## config.mk

```make
export PLATFORM = sky130hd
export DESIGN_NAME = rdq_latency_pipe
export DESIGN_NICKNAME = d
export VERILOG_FILES = /design/src/rtl/rdq_pipe_pkg.sv /design/src/rtl/rdq_issue_shift.sv /design/src/rtl/rdq_mask_delay.sv /design/src/rtl/rdq_latency_pipe.sv
export SDC_FILE = /design/constraint.sdc
export NUM_CORES = 1
export LEC_CHECK = 0
export BUFFER_PORTS_ARGS = -buffer_cell sky130_fd_sc_hd__buf_2
export CAP_MARGIN = 25
export CELL_PAD_IN_SITES_DETAIL_PLACEMENT = 0
export CELL_PAD_IN_SITES_GLOBAL_PLACEMENT = 1
export CORE_MARGIN = 4
export CORE_UTILIZATION = 38
export CTS_CLUSTER_SIZE = 30
export DETAILED_ROUTE_END_ITERATION = 7
export PLACE_DENSITY = 0.83
export SYNTH_ARGS = -nofsm -noshare
export SYNTH_HDL_FRONTEND = slang
export SYNTH_SLANG_ARGS = --single-unit
```

## constraint.sdc

```tcl
create_clock -name clk -period 1.54 [get_ports clk]
set_clock_uncertainty 0.2 [all_clocks]
set_input_delay 0.231 -clock clk [delete_from_list [all_inputs] [get_ports clk]]
set_output_delay 0.231 -clock clk [all_outputs]
set_load 0.05 [all_outputs]
```

## src/rtl/rdq_pipe_pkg.sv

```systemverilog
package rdq_pipe_pkg;

    typedef enum logic {
        LAT_TWO   = 1'b0,
        LAT_THREE = 1'b1
    } rd_lat_e;

    localparam int unsigned LAT_MAX = 3;

    function automatic int unsigned lat_clocks(rd_lat_e l);
        return (l == LAT_THREE) ? 3 : 2;
    endfunction

endpackage

```

## src/rtl/rdq_issue_shift.sv

```systemverilog
module rdq_issue_shift #(
    parameter int unsigned TAG_W = 4,
    parameter int unsigned DEPTH = 3
) (
    input  logic                            clk,
    input  logic                            rst_n,
    input  logic                            issue,
    input  logic [TAG_W-1:0]                tag,
    output logic [DEPTH-1:0]                vld_o,
    output logic [DEPTH-1:0][TAG_W-1:0]     tag_o
);

    typedef struct packed {
        logic [DEPTH-1:0]            vld;
        logic [DEPTH-1:0][TAG_W-1:0] tag;
    } shift_t;

    shift_t sh_d, sh_q;

    always_comb begin
        sh_d        = sh_q;
        sh_d.vld[0] = issue;
        sh_d.tag[0] = issue ? tag : '0;
        for (int k = 1; k < DEPTH; k++) begin
            sh_d.vld[k] = sh_q.vld[k-1];
            sh_d.tag[k] = sh_q.tag[k-1];
        end
    end

    always_ff @(posedge clk) begin
        if (!rst_n) sh_q <= '0;
        else        sh_q <= sh_d;
    end

    assign vld_o = sh_q.vld;
    assign tag_o = sh_q.tag;

    // every issue enters the first stage with its tag
    p_issue_enters_r4: assert property (@(posedge clk) disable iff (!rst_n)
        issue |=> (vld_o[0] && tag_o[0] == $past(tag)));

    generate
        for (genvar k = 0; k < DEPTH - 1; k++) begin : g_adv
            // no entry is lost or retagged between stages
            p_stage_advance_r4: assert property (@(posedge clk) disable iff (!rst_n)
                vld_o[k] |=> (vld_o[k+1] && tag_o[k+1] == $past(tag_o[k])));
        end
    endgenerate

endmodule

```

## src/rtl/rdq_mask_delay.sv

```systemverilog
module rdq_mask_delay #(
    parameter int unsigned BYTES = 2
) (
    input  logic             clk,
    input  logic             rst_n,
    input  logic [BYTES-1:0] mask_i,
    output logic [BYTES-1:0] mask_o
);

    localparam int unsigned DLY = 2;

    typedef struct packed {
        logic [DLY-1:0][BYTES-1:0] st;
    } mdly_t;

    mdly_t md_d, md_q;

    always_comb begin
        md_d       = md_q;
        md_d.st[0] = mask_i;
        for (int k = 1; k < DLY; k++) begin
            md_d.st[k] = md_q.st[k-1];
        end
    end

    always_ff @(posedge clk) begin
        if (!rst_n) md_q <= '0;
        else        md_q <= md_d;
    end

    assign mask_o = md_q.st[DLY-1];

    // lane mask reaches the capture stage exactly two clocks after it is driven
    p_mask_two_clk_r5: assert property (@(posedge clk) disable iff (!rst_n)
        ($past(rst_n) && $past(rst_n, 2)) |-> (mask_o == $past(mask_i, 2)));

endmodule

```

## src/rtl/rdq_latency_pipe.sv

```systemverilog
module rdq_latency_pipe
    import rdq_pipe_pkg::*;
#(
    parameter int unsigned DATA_W = 16,
    parameter int unsigned TAG_W  = 4
) (
    input  logic                  clk,
    input  logic                  rst_n,
    input  logic                  rd_issue,
    input  logic [TAG_W-1:0]      rd_tag,
    input  logic                  lat_cfg,
    input  logic [DATA_W/8-1:0]   dqm,
    input  logic [DATA_W-1:0]     dq_in,
    output logic                  cap_valid,
    output logic [TAG_W-1:0]      cap_tag,
    output logic [DATA_W-1:0]     cap_data,
    output logic [DATA_W/8-1:0]   cap_byte_vld
);

    localparam int unsigned BYTES = DATA_W / 8;
    localparam int unsigned DEPTH = LAT_MAX;

    typedef struct packed {
        rd_lat_e             lat;
        logic                valid;
        logic [TAG_W-1:0]    tag;
        logic [DATA_W-1:0]   data;
        logic [BYTES-1:0]    bvld;
    } cap_t;

    cap_t cp_d, cp_q;

    logic [DEPTH-1:0]            stg_vld;
    logic [DEPTH-1:0][TAG_W-1:0] stg_tag;
    logic [BYTES-1:0]            lane_mask;
    logic                        busy;
    logic                        hit;
    logic [TAG_W-1:0]            hit_tag;

    rdq_issue_shift #(
        .TAG_W (TAG_W),
        .DEPTH (DEPTH)
    ) u_shift (
        .clk   (clk),
        .rst_n (rst_n),
        .issue (rd_issue),
        .tag   (rd_tag),
        .vld_o (stg_vld),
        .tag_o (stg_tag)
    );

    rdq_mask_delay #(
        .BYTES (BYTES)
    ) u_mask (
        .clk    (clk),
        .rst_n  (rst_n),
        .mask_i (dqm),
        .mask_o (lane_mask)
    );

    assign busy = |stg_vld;

    always_comb begin
        cp_d = cp_q;
        if (!busy && !rd_issue) begin
            cp_d.lat = rd_lat_e'(lat_cfg);
        end
        if (cp_q.lat == LAT_THREE) begin
            hit     = stg_vld[2];
            hit_tag = stg_tag[2];
        end else begin
            hit     = stg_vld[1];
            hit_tag = stg_tag[1];
        end
        cp_d.valid = hit;
        cp_d.tag   = hit ? hit_tag : '0;
        for (int b = 0; b < BYTES; b++) begin
            cp_d.bvld[b]         = hit && !lane_mask[b];
            cp_d.data[b*8 +: 8]  = cp_d.bvld[b] ? dq_in[b*8 +: 8] : 8'h00;
        end
    end

    always_ff @(posedge clk) begin
        if (!rst_n) cp_q <= '{lat: LAT_TWO, valid: 1'b0, tag: '0, data: '0, bvld: '0};
        else        cp_q <= cp_d;
    end

    assign cap_valid    = cp_q.valid;
    assign cap_tag      = cp_q.tag;
    assign cap_data     = cp_q.data;
    assign cap_byte_vld = cp_q.bvld;

    // latency setting never moves while a read is in flight
    p_lat_hold_r8: assert property (@(posedge clk) disable iff (!rst_n)
        (busy || rd_issue) |=> $stable(cp_q.lat));

    // a latency-two capture traces back to an issue three clocks earlier
    p_cap_lat2_r2: assert property (@(posedge clk) disable iff (!rst_n)
        ($past(rst_n, 3) && cap_valid && cp_q.lat == LAT_TWO) |-> $past(rd_issue, 3));

    // a latency-three capture traces back to an issue four clocks earlier
    p_cap_lat3_r3: assert property (@(posedge clk) disable iff (!rst_n)
        ($past(rst_n, 4) && cap_valid && cp_q.lat == LAT_THREE) |-> $past(rd_issue, 4));

    // a lane masked three clocks ago is never flagged valid now
    p_mask_clears_r5: assert property (@(posedge clk) disable iff (!rst_n)
        $past(rst_n, 3) |-> ((cap_byte_vld & $past(dqm, 3)) == '0));

    // no lane is valid and no data is shown without a beat
    p_idle_quiet_r9: assert property (@(posedge clk) disable iff (!rst_n)
        !cap_valid |-> (cap_byte_vld == '0 && cap_data == '0));

endmodule

```

After elaboration in Yosys (flattened, before gate mapping)
Cells that the tools add are included.
Cells by class
  muxes and demuxes: 2
  reductions and logical operators: 12
Operator list (count)
  $reduce_and 2->1: 4
  $logic_not 1->1: 4
  $mux 4: 1
  $logic_and 1x1->1: 3
  $reduce_or 3->1: 1
  $mux 1: 1
Storage, ports and cells
  input bits: 26
  word-level logic and storage cells: 26
  register bits: 43

Longest topological paths before layout
  depth in word-level cells: 3
  gate-level depth with buffers: 4
  depth with buffers taken out: 2

By module
Synthesis repeated with hierarchy kept, for this count alone.
Second synthesis, totals
  cells, all modules: 122
  area total of the unflattened synthesis: 1545.2 um^2
Modules (own cells, without submodules)
  rdq_latency_pipe: times used 1, cells each 83, area an instance 1021.0 um^2
  rdq_issue_shift: times used 1, cells each 31, area an instance 419.2 um^2
  rdq_mask_delay: times used 1, cells each 8, area an instance 105.1 um^2

Worst setup path before layout
OpenSTA, ideal clock, no wires.
  path kind: flip-flop to flip-flop
  from: register cp_q[23] (netlist name)
  to: register cp_q, in the netlist cap_data[8]
  clock period less this slack: 1.380 ns
  path slack: 0.160 ns
  arrival time: 1.063 ns
  stages on the path, launching flop included: 5
  required time: 1.223 ns
  buffers on the path: 2
  cell sequence: dfxtp_1 -> buf_6 -> mux2i_4 -> buf_6 -> and4bb_2
On the way
  cells in the longest elaborated chain, start to end: 3
Ends and longest elaborated chain
  from (decl): RTL line rdq_latency_pipe.sv:31  | cap_t cp_d, cp_q;
  from (signal assigned): RTL line rdq_latency_pipe.sv:84  | if (!rst_n) cp_q <= '{lat: LAT_TWO, valid: 1'b0, tag: '0, data: '0, bvld: '0};
  from (signal assigned): RTL line rdq_latency_pipe.sv:85  | else cp_q <= cp_d;
  $mux 1: RTL line rdq_latency_pipe.sv:68  | if (cp_q.lat == LAT_THREE) begin
  $logic_and 1x1->1: RTL line rdq_latency_pipe.sv:78  | cp_d.bvld[b] = hit && !lane_mask[b];
  $reduce_and 2->1 (no source line)
No other way between the ends.
A chain may end at the register's enable or synchronous reset.

Final worst setup path
  from: register cp_q[23] (netlist name)
  to: register cp_q, in the netlist cap_data[5]
Same word-level chain as after synthesis.

==> flow_metrics.py <==
metrics = {
    "synth": {
        "ys_top_cells_by_area": "dfxtp_1, and4bb_2, buf_4, and2_1, mux2i_1",
        "synthTopCellsByCount": "dfxtp_1, buf_4, and2_1",
        "synthAdderAreaFrac": 0,
        "netlist_area_mm2": 0.001526,
        "synth-edff-count": 0,
        "syn_avg_cell_area_um2": 12.41,
        "synth_compound_area_frac": 0,
        "synth-simple-area-share": 0.2484,
        "yosysWarnings": 0,
        "synth_top_cell_by_area": "dfxtp_1",
        "synth_top_area_share": 0.5639,
        "syn_inst": 123,
        "ys_seq_area_frac": 0.5639,
        "ys_ff_latch": 43,
        "synth_top_family_by_area": "simple AND/OR/NAND/NOR gates",
        "ys_types": 14,
        "synth_mux_area_frac": 0.04754,
        "synth-xor-area-share": 0,
        "syn_nets": 149,
        "async_flop_share": 0,
        "ys.flop_type": "dfxtp_1",
        "synth_most_common_cell": "dfxtp_1",
    },
    "setup_path": {
        "required_ps": 1530,
        "criticalPathCategory": "reg2reg",
        "max_stage_delay_ps": 400,
        "slowest_stage": "dfxtp_1",
        "crit_family": "flip-flops",
        "critPathLaunchType": "register",
        "cp-end-kind": "register",
        "arrival_ps": 1390,
        "crit_chain": "mux2i_4 > buf_4 > and4bb_2",
        "crit_fanout": 12,
        "crit_buf_inv": 1,
    },
    "route": {
        "ant_nets": 0,
        "post_drt_wl_per_cell_um": 12.15,
        "first_pass_iters": 2,
        "vias": 924,
        "drc_errors": 0,
        "viasPerCell": 4.338,
        "wl_um": 2588,
        "drtIter0Drc": 32,
    },
    "power": {
        "peakVddDrop_v": 0.0005176,
        "power.leakage_nw": 0.8567,
        "p_per_area_mw_per_mm2": 1235,
    },
    "timing": {
        "fmax_ghz": 0.7101,
        "slew_headroom": 0.7901,
        "tns_ps": 0,
        "finalHoldViolCount": 0,
        "worstMarginPinSlew_ps": 312.0,
        "setup_viol": 0,
        "fin_ws_ps": 131.7,
        "rsz0062_at_grt": "false",
        "slew_violations": 0,
        "fin_crit_sh": 0.9145,
        "period_minus_slack_ps": 1408,
    },
    "clocking": {
        "cts_tree": "yes",
        "numCtsBuffers": 5,
        "cts.root.buffer_cell": "clkbuf_8",
        "path_clk_slew_ps": 80,
        "cts.htree.levels": 2,
        "clockBufferDepth": 2,
        "cts_sinks": 43,
        "worstSkewPairLatency_ps": 290,
    },
    "outcome": {
        "status": "complete, no violations",
    },
    "flow_run": {
        "drv_cap": 0,
    },
    "floorplanning": {
        "rows": 22,
        "fp.dieW_um": 71.38,
        "io_pins": 49,
        "start_util": 0.4048,
        "die-area_mm2": 0.005095,
        "chipHeight_um": 71.38,
        "core_area_mm2": 0.003771,
    },
    "final_layout": {
        "nFillCells": 341,
        "nets": 189,
        "fin_util": 0.5017,
        "stdcell_count": 213,
        "drive_gt1_frac": 0.4634,
        "syn_to_final_growth_pct": 23.93,
    },
    "placed_design": {
        "portBuffers": 48,
        "dp_hpwl_um": 1811,
        "dp_cells": 193,
        "gp_congestion": 0.6968,
        "dp_slack_ps": 37.63,
    },
    "grt": {
        "grt_use_total": 0.1050,
        "grt_max_degree": 27,
        "grt_pass1_wl_um": 4091,
        "grt_pass1_vias": 946,
        "overflow": 0,
        "grt_antenna_before_repair": 0,
    },
    "hold_path": {
        "hold_path_class": "in2reg",
    },
}
[report_power, final]
part | internal [W] | switching, W | leakage, nW
Sequential | 0.00114 | 0.0000132 | 0.350
Combinational | 0.0000879 | 0.0000833 | 0.443
Clock | 0.000646 | 0.000367 | 0.0644
[flip-flops by register name, indices dropped and copies added (netlist names)]
name           count
cap_tag            4
cap_data          16
cap_valid          1
u_mask.mask_o      2
u_shift.vld_o      3
cp_q               1
u_mask.md_d        2
cap_byte_vld       2
u_shift.tag_o     12
[metrics by stage]
step           area (µm²)  total power [W]  hold WS [ps]
2_1_floorplan        1526         0.001288         152.7
3_3_place_gp         1648         0.001324         214.6
3_5_place_dp         1648         0.001331         222.0
4_1_cts              1864         0.002356        0.7933
5_1_grt              1889         0.002422         6.594
6_report             1892         0.002336         12.35
[cell families after synthesis]
logic type / count (synthesis)
multiplexers: 6
flip-flops: 43
buffers and inverters: 29
AND/OR/NAND/NOR: 45
[cells in the final DEF, fill, tap and decap left out, drive strengths merged]
cell type / n
nand2: 2
and3: 4
dfxtp: 43
and4bb: 14
nor4bb: 2
nor4: 1
clkbuf: 5
and2: 15
diode: 1
dlygate4sd3: 9
bufinv: 2
nor3b: 6
clkinvlp: 1
buf: 53
nor2b: 1
mux2i: 6
[final timing paths]
check                endpoint  slack (ps)            from  cells after the start
min reg2reg  u_mask.mask_o[0]         230  u_mask.md_d[2]                      1
max reg2reg       cap_data[5]         130        cp_q[23]                      3
max               cap_data[5]         130        cp_q[23]                      3
min              cap_data[14]          10       dq_in[14]                      2
[layout make-up]
cell class                      count  area [µm²]  area share
Sequential cell                    43       860.8      0.4550
Multi-Input combinational cell     51       451.7      0.2388
Timing Repair Buffer               62       380.4      0.2011
Clock buffer                        5       68.82     0.03638
Clock inverter                      3       67.56     0.03571
Tap cell                           48       60.06     0.03175
Antenna cell                        1       2.502    0.001323
[layer usage]
metal | routed length (µm) | GRT usage
met4 | 70 | 0.07307
met5 | 0 | 0
met1 | 965 | 0.09862
met2 | 1322 | 0.1806
met3 | 230 | 0.04769
[what timing repair did]
action / in CTS / in global routing
buffers inserted: 0 / 2
hold buffers: 8 / 1
resized for setup: 0 / 0
setup endpoints to repair: 0 / 19
endpoints found under the hold margin: 8 / 1
(Power assumes the default switching activity.)
